`config.mk`:
```
export PLATFORM = sky130hd
export DESIGN_NAME = ecc_rd_decoder
export DESIGN_NICKNAME = d
export VERILOG_FILES = /design/src/rtl/ecc_rd_pkg.sv /design/src/rtl/ecc_rd_syndrome.sv /design/src/rtl/ecc_lane_decode.sv /design/src/rtl/ecc_rd_decoder.sv
export SDC_FILE = /design/constraint.sdc
export NUM_CORES = 1
export LEC_CHECK = 0
export ABC_AREA = 1
export BUFFER_PORTS_ARGS = -buffer_cell sky130_fd_sc_hd__buf_2
export CAP_MARGIN = 10
export CORE_ASPECT_RATIO = 1.1
export CORE_UTILIZATION = 54
export DETAILED_ROUTE_END_ITERATION = 12
export PLACE_DENSITY = 0.81
export SLEW_MARGIN = 30
export SYNTH_ARGS = -nofsm -noshare
export SYNTH_HDL_FRONTEND = slang
export SYNTH_SLANG_ARGS = --single-unit
```
`constraint.sdc`:
```
create_clock -name clk -period 6.8 [get_ports clk]
set_clock_uncertainty 0.15 [all_clocks]
set_input_delay 1.02 -clock clk [delete_from_list [all_inputs] [get_ports clk]]
set_output_delay 1.02 -clock clk [all_outputs]
set_load 0.01 [all_outputs]
```
`src/rtl/ecc_rd_pkg.sv`:
```
package ecc_rd_pkg;

  function automatic bit is_pow2(input int unsigned p);
    return (p != 0) && ((p & (p - 1)) == 0);
  endfunction

  // smallest r with 2**r >= data bits + r + 1
  function automatic int unsigned ham_bits(input int unsigned dw);
    int unsigned r;
    r = 1;
    while ((1 << r) < dw + r + 1) r++;
    return r;
  endfunction

endpackage

```
`src/rtl/ecc_rd_syndrome.sv`:
```
module ecc_rd_syndrome #(
  parameter int CODE_W = 39,
  parameter int SYN_W  = 6
) (
  input  logic [CODE_W-1:0] code,
  output logic [SYN_W-1:0]  syn,
  output logic              par_bad
);
  always_comb begin
    syn = '0;
    for (int p = 1; p < CODE_W; p++)
      if (code[p]) syn = syn ^ SYN_W'(p);
  end

  assign par_bad = ^code;
endmodule

```
`src/rtl/ecc_lane_decode.sv`:
```
module ecc_lane_decode
  import ecc_rd_pkg::*;
#(
  parameter int DATA_W = 32,
  parameter int HAM_R  = 6,
  parameter int CODE_W = DATA_W + HAM_R + 1
) (
  input  logic [CODE_W-1:0] code,
  input  logic              enable,
  output logic [DATA_W-1:0] data,
  output logic              single_err,
  output logic              double_err
);
  logic [HAM_R-1:0]  syn;
  logic              par_bad;
  logic              syn_nz;
  logic              syn_oor;
  logic [CODE_W-1:0] fixed;

  ecc_rd_syndrome #(.CODE_W(CODE_W), .SYN_W(HAM_R)) u_syn (
    .code    (code),
    .syn     (syn),
    .par_bad (par_bad)
  );

  assign syn_nz  = (syn != '0);
  assign syn_oor = (int'(syn) >= CODE_W);

  assign single_err = enable && par_bad && !syn_oor;
  assign double_err = enable && ((!par_bad && syn_nz) || (par_bad && syn_oor));

  always_comb begin
    fixed = code;
    if (single_err)
      for (int p = 1; p < CODE_W; p++)
        if (int'(syn) == p) fixed[p] = ~code[p];
  end

  always_comb begin
    int j;
    j = 0;
    data = '0;
    for (int p = 1; p < CODE_W; p++) begin
      if (!is_pow2(p)) begin
        data[j] = fixed[p];
        j++;
      end
    end
  end
endmodule

```
`src/rtl/ecc_rd_decoder.sv`:
```
module ecc_rd_decoder
  import ecc_rd_pkg::*;
#(
  parameter int LANES  = 4,
  parameter int DATA_W = 32,
  localparam int HAM_R  = ham_bits(DATA_W),
  localparam int CODE_W = DATA_W + HAM_R + 1
) (
  input  logic                    clk,
  input  logic                    rst_n,
  input  logic                    enable,
  input  logic                    in_valid,
  input  logic [LANES*CODE_W-1:0] in_code,
  output logic                    out_valid,
  output logic [LANES*DATA_W-1:0] out_data,
  output logic                    sec,
  output logic                    ded
);
  logic [LANES*DATA_W-1:0] dec_data;
  logic [LANES-1:0]        lane_sec;
  logic [LANES-1:0]        lane_ded;
  logic                    beat_sec;
  logic                    beat_ded;

  for (genvar k = 0; k < LANES; k++) begin : g_lane
    ecc_lane_decode #(.DATA_W(DATA_W), .HAM_R(HAM_R), .CODE_W(CODE_W)) u_lane (
      .code       (in_code[k*CODE_W +: CODE_W]),
      .enable     (enable),
      .data       (dec_data[k*DATA_W +: DATA_W]),
      .single_err (lane_sec[k]),
      .double_err (lane_ded[k])
    );
  end

  assign beat_sec = in_valid && (|lane_sec);
  assign beat_ded = in_valid && (|lane_ded);

  always_ff @(posedge clk) begin
    if (!rst_n) begin
      out_valid <= 1'b0;
      sec       <= 1'b0;
      ded       <= 1'b0;
      out_data  <= '0;
    end else begin
      out_valid <= in_valid;
      sec       <= beat_sec;
      ded       <= beat_ded;
      if (in_valid) out_data <= dec_data;
    end
  end
endmodule

```
==> summary.txt, run 1 <==
CTS
  – Resized cells post-CTS: 0
  – Inserted Clock Buffers: 17
  – Clock sinks: 131
  – Hold-fix buffers, CTS: 0
  – CTS root buffer: clkbuf_16
  – H-tree Lvls: 4
  – Clk_lat worst skew: roughly 0.43 ns
  – Post-CTS Setup Bufs: 0
  – Maximum clock path buffer count: 2
  – CTS tree: built
  – Clk slew on worst S/H paths: 0.06 ns

STA
  – Final TNS setup: 0 ns
  – Final Cycle Share: 58.7%
  – Rel. slew slack: 36.2%
  – Max Slew Vio Count: 0
  – Min Hold Slack: 0.398 ns
  – Final count of hold timing violations: 0
  – RSZ-0062 raised after global routing: no
  – Final setup vio count: 0
  – Fmax: 251 MHz
  – Slew @ Worst Pin: roughly 0.96 ns
  – Tmin final: about 4.0 ns

Yosys
  – Yosys warns: 0
  – EDFF count, synth: 0
  – Distinct cells, synth: 31
  – Asr flop ratio synth: 0%
  – Synthesized net count: approximately 3200
  – Largest cells by area after synthesis: nand2_1 35%, dfxtp_1 17%, nand3_1 11%
  – Sequential share of the synthesized area: between 15 and 20%
  – Synth Flop Type: dfxtp_1
  – Cell area after synthesis: ~15000 µm²
  – Mapped Cells: 3011
  – Most frequent cell after synthesis: nand2_1
  – Post-synth top area share: around a third
  – Synth top cells by count: 1409 x nand2_1, 345 x nand3_1, 335 x inv_1
  – Mean post-synth cell area: 5.02 µm²
  – Dominant cell type by area after synthesis: nand2_1
  – Seq cells post-synth: 131

Critical path
  – Crit path launch type: input port
  – Worst r2r dst: out_data[0]$_SDFFE_PN0P_
  – R2R Path Start: out_data[0]$_SDFFE_PN0P_
  – Critical Path RT: 6.98 ns
  – R2R setup slack: about 5.9 ns
  – Crit end category: flip-flop
  – Crit-path max FO: 22
  – Arr. time, crit path: 4.17 ns
  – R2r worst-path depth: 4
  – CP Launch Point: in_code[27]
  – Critical path type: in -> reg

Finish
  – Fillers: 2777
  – P&R area growth vs syn: 12.2%
  – Share of cells above drive strength 1: 12.6%
  – Fin nets: about 3300
  – Non-Filler Instances: 3555

GRT
  – First-pass GRT wire length: 80.6 mm
  – Gr ovfl total: 0
  – Largest net degree at the start of global routing: 95
  – Vias in the first global route: 16400
  – Initial antenna violation count: 2
  – GRT Total Usage: 34.7%

Drt
  – # DRC: 0
  – Iter 0 DRT Violations: 1565
  – Final antenna-violating net count: 0
  – Vias/cell: between 5 and 6
  – First-pass iteration count of the detailed router: 5
  – Wire per inst: 14.1 µm
  – Vias: 18600
  – Final wirelength: 50.2 mm

Placement
  – IO Port Bufs: 290
  – GPL Wtd Cong: 0.976
  – Placed cells: 3521
  – HPWL Detailed: 37.3 mm

Worst hold path
  – Hold Path Class: reg -> reg
  – Hold Path Depth: 4
  – Worst Hold Endpoint: out_data[91]$_SDFFE_PN0P_
  – HP Start: out_data[91]$_SDFFE_PN0P_

Floorplanning
  – Effective utilization at floorplan: about 56%
  – Die W: 162 µm
  – Die Area: 28700 µm²
  – Rows: 63
  – Ports: between 200 and 300
  – Area of the core: 27200 µm²
  – Die H: 177 µm

Power
  – PD cells: 228 nW/µm²
  – Maximum VDD drop: between 0.1 and 0.15 mV
  – Leak: 10.5 nW

Outcome
  – Status: complete, no violations

Run
  – Max cap viols: 0
==> routing by layer <==
metal	routed length [µm]	vias to the layer above	track usage, %
met5	13	-	0
met4	2100	2	16.5
met3	4390	150	6.03
met2	23300	787	59.3
met1	20500	8128	42.0
li1	-	9571	-
==> cells by family (layout without fill, tap and decap cells) <==
kind of cell,after synthesis,in the layout,synth area share [%]
xor gates and xnor gates,91,91,5.50
DFF,131,131,17.3
buffers and inverters,512,697,14.1
AOI/OAI and AO/OA,44,44,1.55
and+or+nand+nor,2233,2233,61.5
other,0,2,0
==> stage by stage <==
stage / area (µm²) / util [%] / worst slack, ns / total power, W
after floorplan: 15100 / - / 3.81 / 0.00237
after global placement: 16300 / 60.0 / 2.72 / 0.00280
after detailed placement: 16300 / 60.1 / 2.56 / 0.00284
after CTS: 16900 / 62.3 / 2.98 / 0.00384
after global routing: 17000 / 62.4 / 2.57 / 0.00414
final: 17000 / 62.4 / 2.81 / 0.00386
==> state kept, by name, summed over array words and instances, names as in the netlist <==
signal / cells
out_data: 128
sec: 1
out_valid: 1
ded: 1
==> cell type report <==
cell class / count / area [µm²] / area share [%]
timing repair buffer: 297 / 1520 / 8.94
sequential: 131 / 2620 / 15.5
clock inverter: 13 / 175 / 1.03
inverter: 368 / 1380 / 8.16
antenna: 2 / 5.00 / 0.0295
clock buffer: 19 / 433 / 2.55
tap: 357 / 447 / 2.63
multi-input combinational: 2368 / 10400 / 61.2
==> power by group <==
| group | internal, W | switching [W] | total (W) |
|---|---|---|---|
| logic | 0.000537 | 0.00144 | 0.00197 |
| clock network | 0.000586 | 0.000408 | 0.000994 |
| registers | 0.000850 | 0.0000440 | 0.000894 |
==> critical path, stage by stage <==
cell	delay, ns
buf_2	0.17
xor2_1	0.20
xor2_1	0.31
inv_1	0.07
nand2_1	0.09
nand2_1	0.05
nand2_1	0.05
nand2_1	0.45
nand2_2	0.32
inv_2	0.05
nand2_1	0.09
nand3_1	0.53
buf_4	0.45
nand2_1	0.08
nand3_1	0.07
nand2_1	0.10
inv_1	0.04
==> cell usage in the layout (no fill, tap or decap), types with 3 or more instances in the layout <==
| cell type | Yosys | routed |
|---|---|---|
| nor2_4 | 6 | 6 |
| nor2_1 | 318 | 315 |
| a21oi_1 | 6 | 4 |
| clkinv_1 | 4 | 4 |
| inv_1 | 335 | 334 |
| nand3b_1 | 5 | 5 |
| nand2_2 | 17 | 17 |
| nor2_2 | 8 | 11 |
| o21ai_0 | 9 | 9 |
| xnor2_1 | 43 | 43 |
| nand4_1 | 120 | 120 |
| buf_2 | 52 | 289 |
| inv_6 | 0 | 4 |
| nand2_1 | 1409 | 1409 |
| clkbuf_16 | 0 | 17 |
| xor2_1 | 45 | 45 |
| nand3_1 | 345 | 345 |
| clkinv_4 | 0 | 3 |
| dfxtp_1 | 131 | 131 |
| inv_2 | 29 | 29 |
| buf_4 | 17 | 6 |
| bufinv_16 | 0 | 3 |
| o21ai_1 | 27 | 27 |
==> how the worst max path moves through the flow <==
stage	endpoint	slack (ns)	depth (start not counted)
finish	out_data[18]$_SDFFE_PN0P_	2.81	17
global route	out_data[14]$_SDFFE_PN0P_	2.57	21
CTS	out_data[18]$_SDFFE_PN0P_	2.98	17
detailed placement	out_data[18]$_SDFFE_PN0P_	2.56	17
global placement	out_data[15]$_SDFFE_PN0P_	2.72	17
floorplan	out_data[46]$_SDFFE_PN0P_	3.81	19
Power figures use the tool's default switching activity.
==> run 2, diff against run 1 <==
- ABC_AREA: 1 -> 0
- CORE_UTILIZATION: 54 -> 48
- clock period: 6.8 -> 3.4 ns (I/O delays scaled with it)
==> run 2 against run 1 <==
Register-to-register slack worse by 3.3 ns; synthesized cell count down 63%; total power grew 120%; worst hold slack got worse by 0.15 ns; non-clock buffer count increased by 42; sequential cell count unchanged; combinational power rose by 140%; clock power increased by 100%.
==> summary.txt, run 2 <==
Critical path
  – Critical path type: in -> reg
  – Arr. time, crit path: 3.08 ns (-1.09 ns)
  – Crit path launch type: input port
  – Crit-path max FO: 7 (-68%)
  – R2r worst-path depth: 2 (-2)
  – Critical Path RT: 3.59 ns (-3.39 ns)
  – Crit end category: flip-flop

Yosys
  – Synth top cells by count: 224 x xnor2_1, 142 x xor2_1, 131 x dfxtp_1
  – Multiplexer share of the synthesized area: 0% (unchanged)
  – Largest cells by area after synthesis: dfxtp_1 27%, xnor2_1 20%, xor2_1 13%
  – Dominant cell type by area after synthesis: dfxtp_1
  – Post-synthesis xor/xnor area fraction: 38.7% (+33 points)
  – Yosys warns: 0 (unchanged)
  – Seq cells post-synth: 131 (unchanged)
  – EDFF count, synth: 0 (unchanged)
  – Mean post-synth cell area: 8.74 µm² (+74%)
  – Adder-cell area share of the yosys netlist: 0% (unchanged)
  – Most frequent cell after synthesis: xnor2_1
  – Largest family of logic cells by synthesized area: XOR/XNOR gates
  – Mapped Cells: 1100 (-63%)
  – Distinct cells, synth: 59 (+90%)
  – Synth Flop Type: dfxtp_1
  – Post-synth top area share: 27.3% (-7.7 points)
  – Synth Area in Compound Gates: 13.7% (+12 points)
  – Sequential share of the synthesized area: 27.3% (+9.9 points)
  – Cell area after synthesis: 9610 µm² (-36%)
  – Asr flop ratio synth: 0% (unchanged)
  – Synthesized net count: 1260 (-60%)
  – Simple-gate share of the synthesized area: 16.7% (-45 points)

Placement
  – Placed Instance Area: 11400 µm² (-30%)
  – Placed cells: 1617 (-54%)
  – HPWL Detailed: 21.9 mm (-41%)
  – GPL Wtd Cong: 0.916 (-6.2%)
  – IO Port Bufs: 290 (unchanged)

Power
  – Clk pwr share: 23.9% (-1.8 points)
  – PD cells: 696 nW/µm² (+210%)
  – Comb power frac: 55.7% (+4.6 points)
  – Sw Share: 43.1% (-5.8 points)
  – Psw: 0.00363 W (+92%)
  – Seq pwr share: 20.4% (-2.7 points)
  – Maximum VDD drop: 0.518 mV (+270%)
  – Leak: 4.81 nW (-54%)
  – Internal power: 0.00479 W (+140%)

GRT
  – Largest net degree at the start of global routing: 138 (+45%)
  – GRT Total Usage: 27.6% (-7.1 points)
  – Vias in the first global route: 8763 (-47%)
  – Initial antenna violation count: 0 (-2)
  – Gr ovfl total: 0 (unchanged)
  – First-pass GRT wire length: 44.2 mm (-45%)

Floorplanning
  – Area of the core: 19400 µm² (-29%)
  – Die Area: 20600 µm² (-28%)
  – Rows: 53 (-16%)
  – Die W: 137 µm (-15%)
  – Die H: 150 µm (-15%)
  – Ports: 291 (unchanged)
  – Effective utilization at floorplan: 49.6% (-6.0 points)

CTS
  – Resized cells post-CTS: 0 (unchanged)
  – Hold-fix buffers, CTS: 0 (unchanged)
  – CTS root buffer: clkbuf_16
  – Clock sinks: 131 (unchanged)
  – Clk slew on worst S/H paths: 0.06 ns (about the same)
  – CTS tree: built
  – Inserted Clock Buffers: 17 (unchanged)
  – Maximum clock path buffer count: 2 (unchanged)
  – H-tree Lvls: 4 (unchanged)
  – Post-CTS Setup Bufs: 0 (unchanged)
  – Clk_lat worst skew: 0.42 ns (about the same)

Drt
  – Vias: 8901 (-52%)
  – Vias/cell: 5.39 (+2.8%)
  – Final antenna-violating net count: 0 (unchanged)
  – Final wirelength: 28.5 mm (-43%)
  – Wire per inst: 17.2 µm (+22%)
  – # DRC: 0 (unchanged)
  – Iter 0 DRT Violations: 597 (-62%)
  – First-pass iteration count of the detailed router: 5 (unchanged)

Finish
  – Non-Filler Instances: 1652 (-54%)
  – P&R area growth vs syn: 25.9%
  – Largest Register: out_data
  – Design area: 12100 µm² (-29%)
  – Share of cells above drive strength 1: 28.5% (+16 points)
  – Most common cell after layout, fill and taps aside: buf_2
  – Max reg flops: 128 (unchanged)
  – Fin nets: 1549 (-54%)
  – Fillers: 1622 (-42%)
  – Most frequent cells in the layout: 289 x buf_2, 224 x xnor2_1, 142 x xor2_1

STA
  – Final TNS setup: 0 ns (unchanged)
  – Final Cycle Share: 84.8%
  – RSZ-0062 raised after global routing: no
  – Tmin final: about 2.9 ns
  – Slew @ Worst Pin: 0.720 ns (-0.236 ns)
  – Final setup vio count: 0 (unchanged)
  – Max Slew Vio Count: 0 (unchanged)
  – Fmax: 347 MHz
  – Min Hold Slack: 0.251 ns (-0.147 ns)
  – Rel. slew slack: 51.6% (+15 points)
  – Final count of hold timing violations: 0 (unchanged)

Outcome
  – Status: complete, no violations

Worst hold path
  – Hold Path Depth: 3 (-1)
  – Hold Path Class: in -> reg

Run
  – Max cap viols: 0 (unchanged)
[run 2: metal layers]
layer	up-vias	track usage [%]	routed length (µm)
met3	42	5.49	1730
li1	4417	-	-
met5	-	0	0
met1	4145	33.4	12000
met4	0	10.8	698
met2	297	47.7	14100
[run 2: critical path, cell delays in order]
cell	delay, ns
buf_2	0.13
xnor2_1	0.14
xnor2_1	0.40
xnor2_1	0.15
xnor2_1	0.62
nand2_1	0.39
nor4_2	0.37
xnor2_1	0.15
a211oi_2	0.22
[run 2: layout make-up]
cell class	instances	area, µm²	area share, %
Antenna cell	3	7.51	0.0620
Clock buffer	20	467	3.86
Clock inverter	12	179	1.48
Inverter	4	15.0	0.124
Multi-Input combinational cell	896	6640	54.9
Sequential cell	131	2620	21.7
Tap cell	247	309	2.55
Timing Repair Buffer	339	1860	15.4
[run 2: power by group through the flow]
stage	Sequential [W]	Combinational [W]	Clock [W]
2_1_floorplan	0.00181	0.00305	0
3_3_place_gp	0.00175	0.00451	0
3_5_place_dp	0.00175	0.00459	0
4_1_cts	0.00172	0.00464	0.00205
5_1_grt	0.00173	0.00504	0.00211
6_report	0.00172	0.00469	0.00201
[run 2: per-stage QoR]
| stage | worst slack, ns | utilization (%) | power [W] |
|---|---|---|---|
| after global placement | 0.182 | 59.1 | 0.00626 |
| after detailed placement | 0.150 | 59.1 | 0.00633 |
| after global routing | 0.360 | 62.5 | 0.00889 |
| after CTS | 0.562 | 62.5 | 0.00840 |
| final | 0.516 | 62.5 | 0.00842 |
| after floorplan | 0.451 | - | 0.00485 |
[run 2: cells by family (layout without fill, tap and decap cells)]
kind of cell	Yosys count	count (layout)
xor+xnor	391	391
simple gates	312	312
compound gates	193	193
flops	131	131
buf+inv	73	375
other cells	0	3
[run 2: final timing paths]
path                        startpoint                        end  slack [ns]
min reg2reg  out_data[97]$_SDFFE_PN0P_  out_data[97]$_SDFFE_PN0P_        0.33
min                        in_code[75]  out_data[61]$_SDFFE_PN0P_        0.25
max reg2reg  out_data[39]$_SDFFE_PN0P_  out_data[39]$_SDFFE_PN0P_        2.53
max                        in_code[11]  out_data[26]$_SDFFE_PN0P_        0.52
